==> config.mk <==
export PLATFORM = sky130hd
export DESIGN_NAME = pwm_reload_sub
export DESIGN_NICKNAME = d
export VERILOG_FILES = /design/src/rtl/pwmr_pkg.sv /design/src/rtl/pwmr_regbank.sv /design/src/rtl/pwmr_counter.sv /design/src/rtl/pwmr_outputs.sv /design/src/rtl/pwm_reload_sub.sv
export SDC_FILE = /design/constraint.sdc
export NUM_CORES = 1
export LEC_CHECK = 0
export BUFFER_PORTS_ARGS = -buffer_cell sky130_fd_sc_hd__buf_2
export CAP_MARGIN = 0
export CORE_AREA = 2 2 98 100
export CTS_BUF_LIST = sky130_fd_sc_hd__clkbuf_8 sky130_fd_sc_hd__clkbuf_16
export CTS_CLUSTER_SIZE = 40
export DETAILED_ROUTE_END_ITERATION = 7
export DIE_AREA = 0 0 100 102
export GPL_ROUTABILITY_DRIVEN = 0
export PLACE_DENSITY = 0.75
export SLEW_MARGIN = 5
export SYNTH_ARGS = -nofsm -noshare
export SYNTH_HDL_FRONTEND = slang
export SYNTH_HIERARCHICAL = 1
export SYNTH_SLANG_ARGS = --single-unit
==> constraint.sdc <==
create_clock -name clk_i -period 3.1 [get_ports clk_i]
set_input_delay 0.155 -clock clk_i [delete_from_list [all_inputs] [get_ports clk_i]]
set_output_delay 0.155 -clock clk_i [all_outputs]
set_load 0.01 [all_outputs]
==> src/rtl/pwmr_pkg.sv <==
package pwmr_pkg;
  localparam int NREG     = 7;
  localparam int SEL_W    = 3;
  localparam int IDX_V0   = 0;
  localparam int IDX_V1   = 1;
  localparam int IDX_V2   = 2;
  localparam int IDX_V3   = 3;
  localparam int IDX_INIT = 6;
endpackage

==> src/rtl/pwmr_regbank.sv <==
module pwmr_regbank
  import pwmr_pkg::*;
#(
  parameter int CNT_W = 8
) (
  input  logic             clk_i,
  input  logic             rst_ni,
  input  logic             wr_en_i,
  input  logic [SEL_W-1:0] wr_sel_i,
  input  logic [CNT_W-1:0] wr_data_i,
  input  logic             ldok_set_i,
  input  logic             reload_i,
  output logic [CNT_W-1:0] act_o [NREG],
  output logic             ldok_o
);
  logic [CNT_W-1:0] shd_q [NREG];
  logic [CNT_W-1:0] act_q [NREG];
  logic             ldok_q;
  logic             copy;

  assign copy = reload_i & ldok_q;

  for (genvar g = 0; g < NREG; g++) begin : g_reg
    always_ff @(posedge clk_i or negedge rst_ni) begin
      if (!rst_ni) begin
        shd_q[g] <= '0;
        act_q[g] <= '0;
      end else begin
        if (wr_en_i && wr_sel_i == SEL_W'(g)) shd_q[g] <= wr_data_i;
        if (copy) act_q[g] <= shd_q[g];
      end
    end
    assign act_o[g] = act_q[g];


    act_hold_chk: assert property (@(posedge clk_i) disable iff (!rst_ni)
      !(reload_i && ldok_o) |=> $stable(act_o[g]));
  end

  always_ff @(posedge clk_i or negedge rst_ni) begin
    if (!rst_ni)         ldok_q <= 1'b0;
    else if (ldok_set_i) ldok_q <= 1'b1;
    else if (copy)       ldok_q <= 1'b0;
  end
  assign ldok_o = ldok_q;


  ldok_clear_chk: assert property (@(posedge clk_i) disable iff (!rst_ni)
    reload_i && ldok_o && !ldok_set_i |=> !ldok_o);

  ldok_set_chk: assert property (@(posedge clk_i) disable iff (!rst_ni)
    ldok_set_i |=> ldok_o);
endmodule

==> src/rtl/pwmr_counter.sv <==
module pwmr_counter #(
  parameter int CNT_W = 8
) (
  input  logic             clk_i,
  input  logic             rst_ni,
  input  logic [CNT_W-1:0] init_i,
  input  logic [CNT_W-1:0] v0_i,
  input  logic [CNT_W-1:0] v1_i,
  input  logic [CNT_W-1:0] v2_i,
  input  logic [CNT_W-1:0] v3_i,
  output logic [CNT_W-1:0] cnt_o,
  output logic             hit0_o,
  output logic             hit1_o,
  output logic             hit2_o,
  output logic             hit3_o
);
  logic [CNT_W-1:0] cnt_q;

  always_ff @(posedge clk_i or negedge rst_ni) begin
    if (!rst_ni)             cnt_q <= '0;
    else if (cnt_q == v1_i)  cnt_q <= init_i;
    else                     cnt_q <= cnt_q + CNT_W'(1);
  end

  assign cnt_o  = cnt_q;
  assign hit0_o = (cnt_q == v0_i);
  assign hit1_o = (cnt_q == v1_i);
  assign hit2_o = (cnt_q == v2_i);
  assign hit3_o = (cnt_q == v3_i);


  cnt_step_chk: assert property (@(posedge clk_i) disable iff (!rst_ni)
    !hit1_o |=> cnt_o == $past(cnt_o) + CNT_W'(1));

  cnt_wrap_chk: assert property (@(posedge clk_i) disable iff (!rst_ni)
    hit1_o |=> cnt_o == $past(init_i));
endmodule

==> src/rtl/pwmr_outputs.sv <==
module pwmr_outputs (
  input  logic clk_i,
  input  logic rst_ni,
  input  logic reload_i,
  input  logic dma_en_i,
  input  logic dma_ack_i,
  input  logic hit2_i,
  input  logic hit3_i,
  output logic dma_req_o,
  output logic pwm_o
);
  logic req_q, pwm_q;

  always_ff @(posedge clk_i or negedge rst_ni) begin
    if (!rst_ni)    req_q <= 1'b0;
    else if (req_q) req_q <= ~dma_ack_i;
    else            req_q <= reload_i & dma_en_i;
  end

  always_ff @(posedge clk_i or negedge rst_ni) begin
    if (!rst_ni)     pwm_q <= 1'b0;
    else if (hit2_i) pwm_q <= 1'b1;
    else if (hit3_i) pwm_q <= 1'b0;
  end

  assign dma_req_o = req_q;
  assign pwm_o     = pwm_q;


  req_hold_chk: assert property (@(posedge clk_i) disable iff (!rst_ni)
    dma_req_o && !dma_ack_i |=> dma_req_o);

  req_drop_chk: assert property (@(posedge clk_i) disable iff (!rst_ni)
    dma_req_o && dma_ack_i |=> !dma_req_o);

  req_gate_chk: assert property (@(posedge clk_i) disable iff (!rst_ni)
    !dma_req_o && !(reload_i && dma_en_i) |=> !dma_req_o);

  pwm_rise_chk: assert property (@(posedge clk_i) disable iff (!rst_ni)
    hit2_i |=> pwm_o);
endmodule

==> src/rtl/pwm_reload_sub.sv <==
module pwm_reload_sub
  import pwmr_pkg::*;
#(
  parameter int CNT_W = 8
) (
  input  logic             clk_i,
  input  logic             rst_ni,
  input  logic             wr_en_i,
  input  logic [SEL_W-1:0] wr_sel_i,
  input  logic [CNT_W-1:0] wr_data_i,
  input  logic             half_en_i,
  input  logic             full_en_i,
  input  logic             dma_en_i,
  input  logic             ldok_set_i,
  input  logic             dma_ack_i,
  output logic             dma_req_o,
  output logic             pwm_o,
  output logic [CNT_W-1:0] cnt_o,
  output logic             ldok_o
);
  logic [CNT_W-1:0] act [NREG];
  logic hit0, hit1, hit2, hit3, reload;

  // only VAL0/VAL1 matches can be reload events
  assign reload = (half_en_i & hit0) | (full_en_i & hit1);

  pwmr_regbank #(.CNT_W(CNT_W)) u_bank (
    .clk_i, .rst_ni, .wr_en_i, .wr_sel_i, .wr_data_i, .ldok_set_i,
    .reload_i(reload), .act_o(act), .ldok_o
  );

  pwmr_counter #(.CNT_W(CNT_W)) u_cnt (
    .clk_i, .rst_ni,
    .init_i(act[IDX_INIT]), .v0_i(act[IDX_V0]), .v1_i(act[IDX_V1]),
    .v2_i(act[IDX_V2]), .v3_i(act[IDX_V3]),
    .cnt_o, .hit0_o(hit0), .hit1_o(hit1), .hit2_o(hit2), .hit3_o(hit3)
  );

  pwmr_outputs u_out (
    .clk_i, .rst_ni, .reload_i(reload), .dma_en_i, .dma_ack_i,
    .hit2_i(hit2), .hit3_i(hit3), .dma_req_o, .pwm_o
  );


  no_en_no_req_chk: assert property (@(posedge clk_i) disable iff (!rst_ni)
    !dma_req_o && !half_en_i && !full_en_i |=> !dma_req_o);
endmodule

# After elaboration in Yosys (flattened, before gate mapping)

Cells that the tools add are included.

Add/sub/neg operators: 1
Eq/ne operators: 8
Muxes and demuxes: 6
Bitwise logic cells: 6
Reduce and logical (&&, ||, !) cells: 8

Operators with widths:

| kind                                           | number |
|---|---|
| == test 8 bit                                  | 4 |
| adder 8 x 1 -> 8 bit (second input constant)   | 1 |
| two-way mux 8 bit                              | 1 |
| == test 3 x 2 -> 1 bit (second input constant) | 2 |
| logical AND 1 bit                              | 5 |
| two-way mux 1 bit                              | 5 |
| bitwise AND 1 bit                              | 4 |
| nonzero test 2 bit                             | 2 |
| == test 3 x 1 -> 1 bit (second input constant) | 1 |
| == test 3 bit (second input constant)          | 1 |
| zero test 3 bit                                | 1 |
| NOT 1 bit                                      | 1 |
| OR 1 bit                                       | 1 |

Flip-flop bits (word level): 91
Input port bits: 19
Word-level logic and storage cells: 43

# Depth between registers and ports, before layout

Depth after elaboration: 6
Mapped depth: 10
Gate-level depth less buffers: 7

# Cells and area by module

Netlist, hierarchy kept.

Modules (own cells, without submodules):

| module         | instances | cells each | area each (um2) |
|---|---|---|---|
| pwmr_regbank   | 1         | 248        | 4247.8 |
| pwmr_counter   | 1         | 85         | 843.3 |
| pwmr_outputs   | 1         | 6          | 75.1 |
| pwm_reload_sub | 1         | 1          | 8.8 |

# Least setup slack after synthesis

OpenSTA, ideal clock, no wires.

Kind: reg-to-reg
Start: reg u_cnt.cnt_q[0] (netlist: u_cnt/cnt_o[0])
End: reg, netlist name u_bank/act_o[10]
Setup time: 125 ps
Arrival time: 2126 ps
Data required time: 2975 ps
Setup slack: 849 ps
Cell stages (with the launch flop): 11
Path buffers: 3
Path through: dfrtp_1 buf_4 xor2_1 nor4_2 nand2_2 inv_1 a22o_1 nand2_1 buf_2 buf_2 mux2_2

RTL lines:

| item                   | RTL line           | text |
|---|---|---|
| from (decl)            | pwmr_counter.sv:17 | `logic [CNT_W-1:0] cnt_q;` |
| from (signal assigned) | pwmr_counter.sv:21 | `else if (cnt_q == v1_i) cnt_q <= init_i;` |
| from (signal assigned) | pwmr_counter.sv:22 | `else cnt_q <= cnt_q + CNT_W'(1);` |

# Worst setup path in the final report

Start: reg u_cnt.cnt_q[5] (netlist: u_cnt/cnt_o[5])
End: reg u_bank.act_q (netlist bit u_bank/act_o[29])

Cells in the longest elaborated chain, start to end: 4
Elaborated cells between the ends (all ways): 6
Those cells by class: eq/ne: 2; bitwise: 4

Ends and longest elaborated chain:

| item                            | RTL line             | text |
|---|---|---|
| == test 8 bit                   | pwmr_counter.sv:27   | `assign hit1_o = (cnt_q == v1_i);` |
| net hit1                        | pwm_reload_sub.sv:22 | `logic hit0, hit1, hit2, hit3, reload;` |
| bitwise AND 1 bit               | pwm_reload_sub.sv:25 | `assign reload = (half_en_i & hit0) \| (full_en_i & hit1);` |
| OR 1 bit                        | pwm_reload_sub.sv:25 |  |
| net reload                      | pwm_reload_sub.sv:22 |  |
| bitwise AND 1 bit               | pwmr_regbank.sv:21   | `assign copy = reload_i & ldok_q;` |
| to (signal, indexed assignment) | pwmr_regbank.sv:30   | `if (copy) act_q[g] <= shd_q[g];` |
| to (decl)                       | pwmr_regbank.sv:17   | `logic [CNT_W-1:0] act_q [NREG];` |

The timed path passes the listed nets, and every way through them passes these cells.
A chain may end at the register's enable or synchronous reset.

==> insert_results.sql <==
INSERT INTO impl_metrics (metric_group, metric, value, unit) VALUES
('cts', 'hold_buffers', '3', ''),
('layout', 'antenna_cells', '0', ''),
('layout', 'finalNetCount', '322', ''),
('worst_setup_path', 'worst_setup_path_start_kind', 'register', ''),
('worst_setup_path', 'cp.arrival', '2.68', 'ns'),
('sta', 'max_freq', '410.7', 'MHz'),
('global_routing', 'gr-usage-all-layers', '16.07', '%'),
('status', 'status', 'finished clean', ''),
('sta', 'final_min_period_over_clock_period', '78.55', '%'),
('synthesis', 'syn-cell-area', '3985', 'um^2'),
('pwr', 'seq_power_share', '48.2', '%'),
('pwr', 'net_load_switching_power', '1.294', 'mW'),
('place', 'port_buffers', '29', ''),
('sta', 'hold_viol_final', '0', ''),
('layout', 'final_layout_size_suffix_gt1_share', '46.91', '%'),
('cts', 'cts_root_buf', 'sky130_fd_sc_hd__clkbuf_8', ''),
('global_routing', 'grt_max_degree', '52', ''),
('sta', 'worst-slew-pin-transition', '0.8671', 'ns'),
('worst_setup_path', 'worst_r2r_path_depth', '8', ''),
('cts', 'buffer_count_from_post_cts_setup_fixing', '0', ''),
('cts', 'clkLatencyLatePin', '0.35', 'ns'),
('worst_hold_path', 'min_delay_path_depth', '3', ''),
('die', 'placementRows', '35', ''),
('routing', 'antenna_left', '0', ''),
('cts', 'number_of_clock_buffers_inserted_by_tritoncts', '9', ''),
('routing', 'total_via_count_after_detailed_routing', '2172', ''),
('worst_setup_path', 'end_kind', 'register', ''),
('routing', 'wl', '7449', 'um'),
('sta', 'slew_viols_final', '0', ''),
('place', 'dp_cells', '399', ''),
('worst_setup_path', 'path_class', 'register to register', ''),
('cts', 'cts_sinks', '91', ''),
('die', 'top_level_port_count', '30', ''),
('synthesis', 'synth.avg_cell_area', '14.65', 'um^2'),
('layout', 'finish.cell_count_without_fillers', '418', ''),
('cts', 'htreeDepth', '3', ''),
('pwr', 'power.switching_fraction', '31.22', '%'),
('worst_hold_path', 'hold_path_class', 'input port to register', ''),
('layout', 'area_growth_syn_to_layout', '12.21', '%'),
('cts', 'clkSlewWorstSetupHoldPaths', '0.09', 'ns'),
('die', 'dieArea', '10200', 'um^2'),
('sta', 'worst_slew_margin_relative_to_its_limit', '42.11', '%'),
('routing', 'drc_violations_left', '0', ''),
('routing', 'routedWlPerCell', '17.82', 'um'),
('synthesis', 'synth_fp_nets', '292', ''),
('routing', 'detailedRoute.firstIterationViolations', '57', ''),
('synthesis', 'ys.warnings.count', '6', ''),
('sta', 'finalSetupViolCount', '0', ''),
('sta', 'rsz_0062_raised_after_global_routing', 'no', ''),
('place', 'hpwl', '5291', 'um'),
('job', 'drv_cap', '0', ''),
('pwr', 'static-leakage-power', '2.042', 'nW'),
('die', 'die_x', '100', 'um'),
('cts', 'tritoncts', 'yes', ''),
('pwr', 'irDropWorstVdd', '352.6', 'uV'),
('global_routing', 'number_of_global_route_vias_before_repair', '2288', ''),
('layout', 'seq_area', '2277', 'um^2'),
('die', 'initial_util', '43.75', '%'),
('global_routing', 'grt_antenna_before_repair', '0', ''),
('pwr', 'cellInternalPower', '2.851', 'mW'),
('worst_setup_path', 'cp.required', '3.34', 'ns'),
('global_routing', 'grt.overflow.total', '0', ''),
('pwr', 'power_density', '926.7', 'nW/um^2'),
('die', 'core_area', '9109', 'um^2'),
('worst_setup_path', 'worst-path-max-fanout', '21', ''),
('layout', 'multi_input_comb_area', '1603', 'um^2'),
('global_routing', 'grt_first_pass_wirelength', '12040', 'um'),
('synthesis', 'syn_inst_count', '272', ''),
('sta', 'fin_tns_setup', '0', 'ns'),
('routing', 'detail_route.vias_per_cell', '5.196', ''),
('cts', 'post_cts_resize_count', '0', ''),
('cts', 'cts.path.max_buffers', '2', ''),
('pwr', 'power.clock.fraction', '20.6', '%'),
('sta', 'final.min_clock_period', '2.435', 'ns'),
('die', 'die-height', '102', 'um'),
('layout', 'n_fill_cell', '801', ''),
('routing', 'detail_route.first_pass.iterations', '4', ''),
('pwr', 'share_comb_of_total_power', '31.2', '%'),
('sta', 'fin_skew', '0.008706', 'ns');
==> sequential cells by signal (all words and copies together) (netlist names) <==
name	count
u_cnt/cnt_o	8
u_out/dma_req_o	1
u_bank/shd_q	40
u_out/pwm_o	1
u_bank/act_o	40
u_bank/ldok_o	1
==> power by group through the flow <==
| stage | logic [mW] | clock network, mW | registers [mW] |
|---|---|---|---|
| 3_3_place_gp | 1.27 | 0 | 2.01 |
| 3_5_place_dp | 1.30 | 0 | 2.03 |
| 6_report | 1.29 | 0.854 | 2.00 |
| 4_1_cts | 1.31 | 0.879 | 2.00 |
| 5_1_grt | 1.41 | 0.927 | 2.06 |
| 2_1_floorplan | 1.12 | 0 | 1.86 |
==> worst max-delay path: stages, from the launching register on <==
cell and delay [ns]:
sky130_fd_sc_hd__dfrtp_1 0.55, sky130_fd_sc_hd__xor2_1 0.31, sky130_fd_sc_hd__nor4_2 0.10, sky130_fd_sc_hd__nand2_2 0.27, sky130_fd_sc_hd__inv_1 0.09, sky130_fd_sc_hd__a22o_1 0.21
sky130_fd_sc_hd__nand2_1 0.10, sky130_fd_sc_hd__buf_4 0.30, sky130_fd_sc_hd__mux2_2 0.38
==> placed cells by master (no fill, tap or decap), types with 2 or more instances in the layout <==
| cell type | instances |
|---|---|
| sky130_fd_sc_hd__nand4_1 | 6 |
| sky130_fd_sc_hd__clkbuf_8 | 9 |
| sky130_fd_sc_hd__mux2i_1 | 2 |
| sky130_fd_sc_hd__buf_2 | 28 |
| sky130_fd_sc_hd__inv_1 | 4 |
| sky130_fd_sc_hd__dlygate4sd3_1 | 3 |
| sky130_fd_sc_hd__clkinv_2 | 3 |
| sky130_fd_sc_hd__xor2_1 | 11 |
| sky130_fd_sc_hd__nand4b_1 | 2 |
| sky130_fd_sc_hd__buf_4 | 7 |
| sky130_fd_sc_hd__nor2_1 | 4 |
| sky130_fd_sc_hd__bufinv_16 | 2 |
| sky130_fd_sc_hd__a21o_1 | 2 |
| sky130_fd_sc_hd__xnor2_1 | 27 |
| sky130_fd_sc_hd__mux2_2 | 80 |
| sky130_fd_sc_hd__dfrtp_1 | 91 |
| sky130_fd_sc_hd__mux2_4 | 7 |
| sky130_fd_sc_hd__nor4_2 | 2 |
| sky130_fd_sc_hd__nand2_1 | 4 |
| sky130_fd_sc_hd__nand3_1 | 3 |
==> final timing paths <==
check | startpoint | slack, ns | endpoint
min | dma_en_i | 0.05 | u_out/dma_req_o
min reg2reg | u_out/dma_req_o | 0.47 | u_out/dma_req_o
max reg2reg | u_cnt/cnt_o[5] | 0.66 | u_bank/act_o[29]
max | u_cnt/cnt_o[5] | 0.66 | u_bank/act_o[29]
max in group asynchronous | rst_ni | 1.94 | u_bank/shd_q[28]
min in group asynchronous | rst_ni | 0.35 | u_bank/shd_q[53]
==> layer usage <==
metal	wire length [um]	GRT usage, %	vias to the layer above
li1	-	-	1005
met1	3501	21.14	1125
met2	3649	26.25	36
met3	220	4.583	6
met4	78	4.742	0
met5	0	0	-
==> per-stage QoR <==
stage	utilization [%]	instance area, um^2	hold slack, ns	setup WS [ns]	power, mW
3_5_place_dp	46.40	4227	0.2137	0.6789	3.330
2_1_floorplan	-	3985	-0.1406	0.8711	2.986
6_report	49.09	4472	0.04610	0.6649	4.144
5_1_grt	49.09	4472	0.03705	0.5024	4.397
4_1_cts	49.09	4472	0.03430	0.6376	4.196
3_3_place_gp	46.40	4227	0.2097	0.7205	3.279
==> cell type report <==
type                    instances  share of cell area, %
flip-flops and latches         91                  50.92
multi-input cells             158                  35.84
repair buffers                 38                  4.980
well taps                     111                  3.106
clock buffers                   9                  2.770
clock inverters                 7                  2.043
inverters                       4                 0.3358
(Power assumes the default switching activity.)
